$ cat config.mk
export PLATFORM = sky130hd
export DESIGN_NAME = dp_busy_arb
export DESIGN_NICKNAME = d
export VERILOG_FILES = /design/src/rtl/dp_busy_arb.sv
export SDC_FILE = /design/constraint.sdc
export NUM_CORES = 1
export LEC_CHECK = 0
export ABC_AREA = 1
export BUFFER_PORTS_ARGS = -buffer_cell sky130_fd_sc_hd__buf_2
export CAP_MARGIN = 15
export CORE_MARGIN = 4
export CORE_UTILIZATION = 51
export CTS_CLUSTER_DIAMETER = 60
export DETAILED_ROUTE_END_ITERATION = 10
export GPL_TIMING_DRIVEN = 0
export PLACE_DENSITY_LB_ADDON = 0.3
export SYNTH_ARGS = -nofsm -noshare
export SYNTH_HDL_FRONTEND = slang
export SYNTH_SLANG_ARGS = --single-unit
export TNS_END_PERCENT = 30
$ cat constraint.sdc
create_clock -name clk -period 1.2 [get_ports clk]
set_input_delay 0.06 -clock clk [delete_from_list [all_inputs] [get_ports clk]]
set_output_delay 0.06 -clock clk [all_outputs]
set_load 0.05 [all_outputs]
$ cat src/rtl/dp_busy_arb.sv
module dp_busy_arb #(
  parameter int AW = 15
) (
  input  logic          clk,
  input  logic          rst_n,
  input  logic          ms_mode,
  input  logic          en_l,
  input  logic          we_l,
  input  logic [AW-1:0] addr_l,
  input  logic          en_r,
  input  logic          we_r,
  input  logic [AW-1:0] addr_r,
  input  logic          busy_in_l,
  input  logic          busy_in_r,
  output logic          wr_ok_l,
  output logic          wr_ok_r,
  output logic          busy_l,
  output logic          busy_r
);

  logic          prev_en_l, prev_en_r;
  logic [AW-1:0] prev_addr_l, prev_addr_r;
  logic          active_q, win_r_q, toggle_q;
  logic          bsy_l_q, bsy_r_q;

  logic match, fresh, held_l, held_r, tie, pick_r, win_r;

  assign match  = en_l && en_r && (addr_l == addr_r);
  assign fresh  = match && !active_q;
  assign held_l = en_l && prev_en_l && (addr_l == prev_addr_l);
  assign held_r = en_r && prev_en_r && (addr_r == prev_addr_r);
  assign tie    = held_l == held_r;
  assign pick_r = tie ? toggle_q : held_r;
  assign win_r  = fresh ? pick_r : win_r_q;

  always_ff @(posedge clk or negedge rst_n) begin
    if (!rst_n) begin
      prev_en_l   <= 1'b0;
      prev_en_r   <= 1'b0;
      prev_addr_l <= '0;
      prev_addr_r <= '0;
      active_q    <= 1'b0;
      win_r_q     <= 1'b0;
      toggle_q    <= 1'b0;
      bsy_l_q     <= 1'b0;
      bsy_r_q     <= 1'b0;
    end else begin
      prev_en_l   <= en_l;
      prev_en_r   <= en_r;
      prev_addr_l <= addr_l;
      prev_addr_r <= addr_r;
      active_q    <= match;
      win_r_q     <= win_r;
      if (fresh && tie) toggle_q <= ~toggle_q;
      bsy_l_q     <= match && win_r;
      bsy_r_q     <= match && !win_r;
    end
  end

  logic blk_l, blk_r;
  assign blk_l = ms_mode ? bsy_l_q : busy_in_l;
  assign blk_r = ms_mode ? bsy_r_q : busy_in_r;

  assign busy_l  = ms_mode && bsy_l_q;
  assign busy_r  = ms_mode && bsy_r_q;
  assign wr_ok_l = en_l && we_l && !blk_l;
  assign wr_ok_r = en_r && we_r && !blk_r;

endmodule


== Word level (Yosys, flattened, before mapping) ==
Cells that the tools add are included.
Operators by class
  equal/unequal tests: 4
  muxes and demuxes: 4
  bitwise logic cells: 1
  reductions and logical operators: 20
Operators with widths (number)
  $eq A15 B15 Y1: 3
  $logic_and A1 B1 Y1: 16
  $logic_not A1 Y1: 4
  $mux W1: 4
  $eq A1 B1 Y1: 1
  $not A1 Y1: 1
Storage, ports and cells
  flip-flop bits (word level): 37
  bits of input ports: 39
  output and inout port bits: 4
  logic and storage cells: 38

== Depth between registers and ports, before layout ==
Gate-level depths: netlist (run 1).
  depth in word-level cells: 7
  gate-level depth with buffers: 14

== Least setup slack after synthesis (run 1) ==
OpenSTA, ideal clock, no wires.
  path type: reg2out
  start: register bsy_l_q
  end: output port wr_ok_l
  arrival: 1237 ps
  data required time: 1140 ps
  setup slack: -97 ps
  cell stages (with the launch flop): 4
  buffers on the path: 0
  cells stage by stage: dfrtp_1 > nand2_1 > nand3_1 > a21oi_1
On the way
  longest elaborated chain between the ends: 3
RTL lines
  start, declared: RTL line 24  | logic bsy_l_q, bsy_r_q;
  start signal, assigned: RTL line 55  | bsy_l_q <= match && win_r;
  $mux W1: RTL line 61  | assign blk_l = ms_mode ? bsy_l_q : busy_in_l;
  $logic_not A1 Y1: RTL line 66  | assign wr_ok_l = en_l && we_l && !blk_l;
  $logic_and A1 B1 Y1: RTL line 66
  end, declared: RTL line 15  | output logic wr_ok_l,
No other way between the ends.

== Worst setup path after layout (run 1) ==
  start: register prev_addr_l[2]
  end: register toggle_q
On the way
  longest elaborated chain between the ends: 4
RTL lines
  start, declared: RTL line 22  | logic [AW-1:0] prev_addr_l, prev_addr_r;
  start signal, assigned: RTL line 50  | prev_addr_l <= addr_l;
  $eq A15 B15 Y1: RTL line 30  | assign held_l = en_l && prev_en_l && (addr_l == prev_addr_l);
  $logic_and A1 B1 Y1: RTL line 30
  $eq A1 B1 Y1: RTL line 32  | assign tie = held_l == held_r;
  $logic_and A1 B1 Y1: RTL line 54  | if (fresh && tie) toggle_q <= ~toggle_q;
  end signal, assigned: RTL line 54
  end, declared: RTL line 23  | logic active_q, win_r_q, toggle_q;
No other way between the ends.
A chain may end at the register's enable or synchronous reset.

==> results by group, run 1 <==
Worst setup path
  – CP startpoint kind: flop
  – Crit path kind: flop to flop
  – Worst setup path startpoint: prev_addr_l[2]$_DFF_PN0_
  – Worst Path Required: 1390 ps
  – CP endpoint kind: flop
  – Crit path to: toggle_q$_DFFE_PN0P_
  – FF-to-FF End: toggle_q$_DFFE_PN0P_
  – Worst EP arrival: 1610 ps
  – R2r worst-path depth: 10
  – Critical path peak fanout: 2
  – R2r startpoint: prev_addr_l[2]$_DFF_PN0_
  – Reg2reg setup slack: -220 ps

Route
  – Met1 wire length: 3.07 mm
  – Met2 Wirelength: 3.61 mm
  – Top Layer Used: met4
  – Via count: 2839
  – # DRC: 0
  – Antenna Nets Post-Route: 0
  – Drt pass-1 iters: 5
  – DR iter-0 viols: 163
  – Final wirelength: about 7.3 mm
  – Vias per cell: 4.80
  – WL per Instance: approximately 12 um
  – Wire length on met3: 457 um

Die
  – Io pins: between 40 and 50
  – Core Footprint: 4750 um^2
  – Total die area: 6120 um^2
  – Initial Util: 52.9%
  – Die W: 78.2 um
  – Chip height: 78.2 um
  – Placement Rows: 25

Finish
  – Most common cell after layout, fill and taps aside: nand2_1
  – Share of cells above drive strength 1: a little over a fifth
  – Final nets: about 560
  – Synthesis-to-finish area growth: 34.1%
  – Inserted Diodes: 0
  – Number of fillers in the final layout: approximately 420
  – Design Area, Final: 3370 um^2
  – Most frequent cells in the layout: nand2_1 (196), inv_1 (73), nor2_1 (61), buf_2 (40), dfrtp_1 (37)

Global route
  – Vias in the first global route: 2715
  – Grt ovf: 0
  – Largest net degree at the start of global routing: 38
  – Initial antenna violation count: 0
  – Aggregate global-route resource usage: 25.5%
  – Global-route wire length before repair: 12.2 mm

STA
  – Tcrit/Tclk final: 119%
  – Slew Limit Fails: 0
  – Min Clock Period, post-route: 1420 ps
  – Final count of hold timing violations: 0
  – Worst Tran Pin Value: 835 ps
  – Slew HR: between 40% and 50%
  – Fmax: around 700 MHz
  – Final setup violation count: 4
  – Clock Skew: 6.05 ps
  – RSZ-0062 raised after global routing: true
  – Worst setup margin: -225 ps

Synth
  – FFs w/ async S/R, synth: 100%
  – Post-Synth Simple-Gate Area: between 40% and 50%
  – Syn nets: between 400 and 500
  – Seq/Total Area, Yosys: between 30% and 40%
  – Top-area cell type share of the netlist area: between 30% and 40%
  – Post-Syn Area per Cell: 5.69 um^2
  – Adder-Cell Fraction of Synth Area: 0%
  – Synth area leader: dfrtp_1
  – Post-Syn Instances: 442
  – Synth Area in Compound Gates: about 1.7%
  – Ranking of synthesized cells by area: dfrtp_1 (37%), nand2_1 (33%), inv_1 (12%), nor2_1 (10%), nand2_2 (1.7%)
  – Register bit total from synthesis: 37
  – Main synth FF type: dfrtp_1
  – Number of flops mapped to enable cells by yosys: 0
  – Cell variety after synth: 15
  – XOR/XNOR Fraction of Synth Area: ~1.0%
  – Largest family of logic cells by synthesized area: simple AND/OR/NAND/NOR gates
  – Mapped cell area: 2520 um^2
  – Multiplexer area fraction after synthesis: 0%
  – Yosys warnings: 0

Placed design
  – HPWL Detailed: between 5 and 6 mm
  – Pre-CTS WS: -241 ps
  – I/O Buffers: 42
  – Dpl cell area: about 2800 um^2
  – RePlAce Congestion: ~1

Clock network
  – CTS tree: done
  – Clock Root Buffer: clkbuf_8
  – Worst-path clk slew: 80 ps
  – Clock tree buffer depth: 2
  – # H-tree levels: 2
  – Postcts setup bufs: 0
  – Worst skew pair latency: 290 ps
  – TritonCTS Buffers: 5
  – Clock sinks: 37

Status
  – Violated checks: negative setup slack
  – Status: finished, violations left

Pwr
  – Internal Power: 0.00211 W
  – Net Sw Power: 0.000926 W
  – Sw frac: 30.5%
  – Worst vdd ir: 616 uV
  – Logic pwr share: 24.2%
  – Clock Power Share: 31.8%
  – Pleak: 2.09 nW
  – PD cells: between 800 and 900 nW/um^2
  – Seq pwr share: 44.0%

Flow run
  – Max-cap viol count: 0

Min path
  – Hold Crit Class: input port to flop
cell usage after synthesis, types with 2 or more instances:
library cell,count
nand2_1,220
inv_1,78
nor2_1,67
dfrtp_1,37
inv_2,9
nand3_1,8
nand2_2,7
a21oi_1,4
nor2_2,3
xnor2_1,3
o21ai_0,2
flip-flops by register name, summed over array words and instances, names as in the netlist:
name	count
toggle_q	1
prev_en_l	1
prev_en_r	1
active_q	1
prev_addr_r	15
bsy_l_q	1
win_r_q	1
bsy_r_q	1
prev_addr_l	15
how the worst min path moves through the flow:
stage	start	end	slack [ps]	cells after the start
3_3_place_gp	addr_l[0]	prev_addr_l[0]$_DFF_PN0_	200	1
3_5_place_dp	addr_l[0]	prev_addr_l[0]$_DFF_PN0_	190	1
6_report	en_r	win_r_q$_DFF_PN0_	350	6
2_1_floorplan	rst_n	active_q$_DFF_PN0_	-240	0
5_1_grt	en_r	win_r_q$_DFF_PN0_	380	6
4_1_cts	en_l	win_r_q$_DFF_PN0_	320	6
layout make-up:
type	count	area, um^2	share of cell area (%)
multi-input combinational	318	1380	41.0
sequential	37	926	27.4
timing repair buffer	75	553	16.4
inverter	87	327	9.68
clock buffer	7	96.3	2.86
tap	67	83.8	2.48
clock inverter	1	5.00	0.148
metrics by stage:
step	hold WS, ps	TNS, ps	power (W)	cells	utilization [%]
finish	351	-824	0.00303	592	71.0
floorplan	-236	-97.2	0.00171	442	-
global placement	197	-689	0.00193	551	59.2
CTS	325	-684	0.00300	592	69.0
detailed placement	195	-811	0.00194	551	59.2
global route	383	-1350	0.00321	592	71.0
logic make-up (layout without fill, tap and decap cells):
kind of cell | after synthesis | count (layout)
AO/OA/AOI/OAI | 8 | 8
XOR/XNOR | 3 | 3
buffers and inverters | 87 | 170
flip-flops | 37 | 37
AND/OR/NAND/NOR | 307 | 307
power by group through the flow:
stage | clock network [W] | registers [W] | logic, W
global placement | 0 | 0.00135 | 0.000578
global route | 0.00103 | 0.00134 | 0.000828
finish | 0.000964 | 0.00134 | 0.000734
detailed placement | 0 | 0.00136 | 0.000588
CTS | 0.000979 | 0.00133 | 0.000687
floorplan | 0 | 0.00135 | 0.000361
layer usage:
| layer | vias to the layer above | global-route usage (%) |
|---|---|---|
| met1 | 1292 | 32.4 |
| met2 | 95 | 43.0 |
| met5 | - | 0 |
| li1 | 1433 | - |
| met4 | 0 | 9.62 |
| met3 | 19 | 4.70 |
repair_timing:
action,in CTS,in global routing
cloned,0,0
resized for setup,14,33
hold endpoints to repair,69,0
hold buffers,33,0
setup endpoints to repair,6,6
pin swaps,9,21
worst max-delay path: stages, from the launching register on:
cell,delay (ps)
dfrtp_1,410
nand2_2,100
nand2_1,60
nor2_1,100
nand2_1,60
nor2_1,130
nand2_2,110
a21oi_2,160
nand3_1,90
nand2_1,70
inv_1,30
No activity file was read; power rests on OpenSTA's default activity.
==> run 2: changes to the inputs <==
Settings changed: CTS_CLUSTER_SIZE set to 24, RECOVER_POWER set to 50, SKIP_LAST_GASP set to 1.
==> results by group, run 2 (synthesized netlist as in run 1, its figures left out) <==
Min path
  – Hold path start: en_l
  – Hold Crit Depth: 6
  – Hold Crit Class: input port to flop

Clock network
  – Worst skew pair latency: between 200 and 300 ps
  – Clock Root Buffer: clkbuf_8
  – Clock sinks: 37
  – TritonCTS Buffers: 5
  – # H-tree levels: 2
  – Clock tree buffer depth: 2
  – Worst-path clk slew: approximately 80 ps
  – CTS tree: done

Die
  – Core Footprint: 4750 um^2
  – Placement Rows: 25
  – Chip height: 78.2 um
  – Total die area: 6120 um^2
  – Die W: 78.2 um
  – Initial Util: between 50% and 60%
  – Io pins: 43

Global route
  – Grt ovf: 0
  – Initial antenna violation count: 0
  – Aggregate global-route resource usage: 25.6%
  – Vias in the first global route: 2728
  – Largest net degree at the start of global routing: 38
  – Global-route wire length before repair: 12.3 mm

Route
  – WL per Instance: ~12 um
  – Met1 wire length: between 3 and 4 mm
  – Top Layer Used: met4
  – Antenna Nets Post-Route: 0
  – Met2 Wirelength: 3.60 mm
  – # DRC: 0
  – Final wirelength: approximately 7.3 mm
  – Wire length on met3: approximately 390 um
  – Via count: 2806
  – DR iter-0 viols: 180
  – Vias per cell: 4.74
  – Drt pass-1 iters: 5

Placed design
  – I/O Buffers: 42
  – RePlAce Congestion: ~1
  – Pre-CTS WS: -241 ps
  – HPWL Detailed: 5.40 mm

Finish
  – Share of cells above drive strength 1: 15.0%
  – Synthesis-to-finish area growth: 31.7%
  – Most common cell after layout, fill and taps aside: nand2_1
  – Inserted Diodes: 0
  – Final nets: 563
  – Most frequent cells in the layout: nand2_1 (195), inv_1 (73), nor2_1 (61), dfrtp_1 (37), dlygate4sd3_1 (33)
  – Util after Layout: 69.7%
  – Top flop regs: prev_addr_l (15), prev_addr_r (15)

STA
  – RSZ-0062 raised after global routing: true
  – Slew HR: 43.2%
  – Final setup violation count: 6
  – Fmax: 701 MHz
  – Worst Tran Pin Value: roughly 850 ps
  – Worst setup margin: -227 ps
  – Tcrit/Tclk final: 119%
  – Clock Skew: between 7 and 8 ps
  – Slew Limit Fails: 0
  – Min Clock Period, post-route: 1430 ps
  – Final count of hold timing violations: 0

Worst setup path
  – Worst EP arrival: about 1600 ps
  – R2r worst-path depth: 10
  – Crit path kind: flop to flop
  – Critical path, cell by cell: nand2_2 -> nand2_1 -> nor2_1 -> nand2_1 -> nor2_1 -> nand2_2 -> a21oi_2 -> nand3_1 -> nand2_1 -> inv_1
  – Cell mode on critical path: nand2_1
  – Critical path peak fanout: 2
  – CP peak stage delay: a little over 400 ps
  – Worst setup path startpoint: prev_addr_l[2]$_DFF_PN0_
  – CP endpoint kind: flop
  – Worst Path Required: 1390 ps
  – CP startpoint kind: flop
  – CP max stage cell: dfrtp_1
  – R2r startpoint: prev_addr_l[2]$_DFF_PN0_

Pwr
  – Net Sw Power: 0.000928 W
  – Internal Power: 0.00209 W
  – Logic pwr share: 23.6%
  – Worst vdd ir: 654 uV
  – Sw frac: 30.8%
  – PD cells: between 900 and 1000 nW/um^2
  – Clock Power Share: 32.1%
  – Pleak: roughly 2 nW
  – Seq pwr share: 44.3%

Status
  – Violated checks: negative setup slack
  – Status: finished, violations left

Flow run
  – Max-cap viol count: 0
[run 2: critical path: cells and delay by family, from the launching register on]
| kind | cells | cell delay [ps] |
|---|---|---|
| and+or+nand+nor | 8 | 730 |
| DFF | 1 | 410 |
| buffers and inverters | 1 | 30 |
| AOI/OAI and AO/OA | 1 | 160 |
[run 2: worst paths after layout]
path                                             endpoint  slack (ps)
worst max-delay path                 toggle_q$_DFFE_PN0P_        -230
worst min-delay path                    win_r_q$_DFF_PN0_         340
worst max register to register       toggle_q$_DFFE_PN0P_        -230
worst min register to register          win_r_q$_DFF_PN0_         520
max in group asynchronous       prev_addr_l[12]$_DFF_PN0_         240
min in group asynchronous        prev_addr_l[2]$_DFF_PN0_         410
[run 2: cell type report]
class	count	area [um^2]
repair buffers	75	503
flip-flops and latches	37	926
clock buffers	7	96.3
inverters	87	327
clock inverters	1	5.00
multi-input cells	318	1370
well taps	67	83.8
fillers	436	1440
[run 2: repair_timing]
item / 4_1_cts / 5_1_grt
buffers inserted: 0 / 0
endpoints found under the setup margin: 6 / 6
pin swaps: 8 / 24
hold buffers: 33 / 0
hold endpoints to repair: 69 / 0
gates resized for setup: 11 / 30
[run 2: power by group through the flow]
stage	registers [W]	logic [W]	clock network, W
6_report	0.00134	0.000712	0.000968
5_1_grt	0.00134	0.000805	0.00104
4_1_cts	0.00133	0.000684	0.000979
3_5_place_dp	0.00136	0.000588	0
3_3_place_gp	0.00135	0.000578	0
2_1_floorplan	0.00135	0.000361	0
[run 2: per-layer routing]
layer  vias to the layer above  global-route usage [%]
met1                      1270                    32.3
li1                       1438                       -
met2                        81                    43.4
met5                         -                       0
met4                         0                    9.62
met3                        17                    4.93
[run 2: through the flow]
| stage | TNS, ps | area, um^2 | hold slack [ps] | std cells | total power [W] |
|---|---|---|---|---|---|
| final | -942 | 3310 | 341 | 592 | 0.00302 |
| after global routing | -1580 | 3310 | 397 | 592 | 0.00319 |
| after CTS | -777 | 3270 | 325 | 592 | 0.00300 |
| after detailed placement | -811 | 2810 | 195 | 551 | 0.00194 |
| after global placement | -689 | 2810 | 197 | 551 | 0.00193 |
| after floorplan | -97.2 | 2520 | -236 | 442 | 0.00171 |
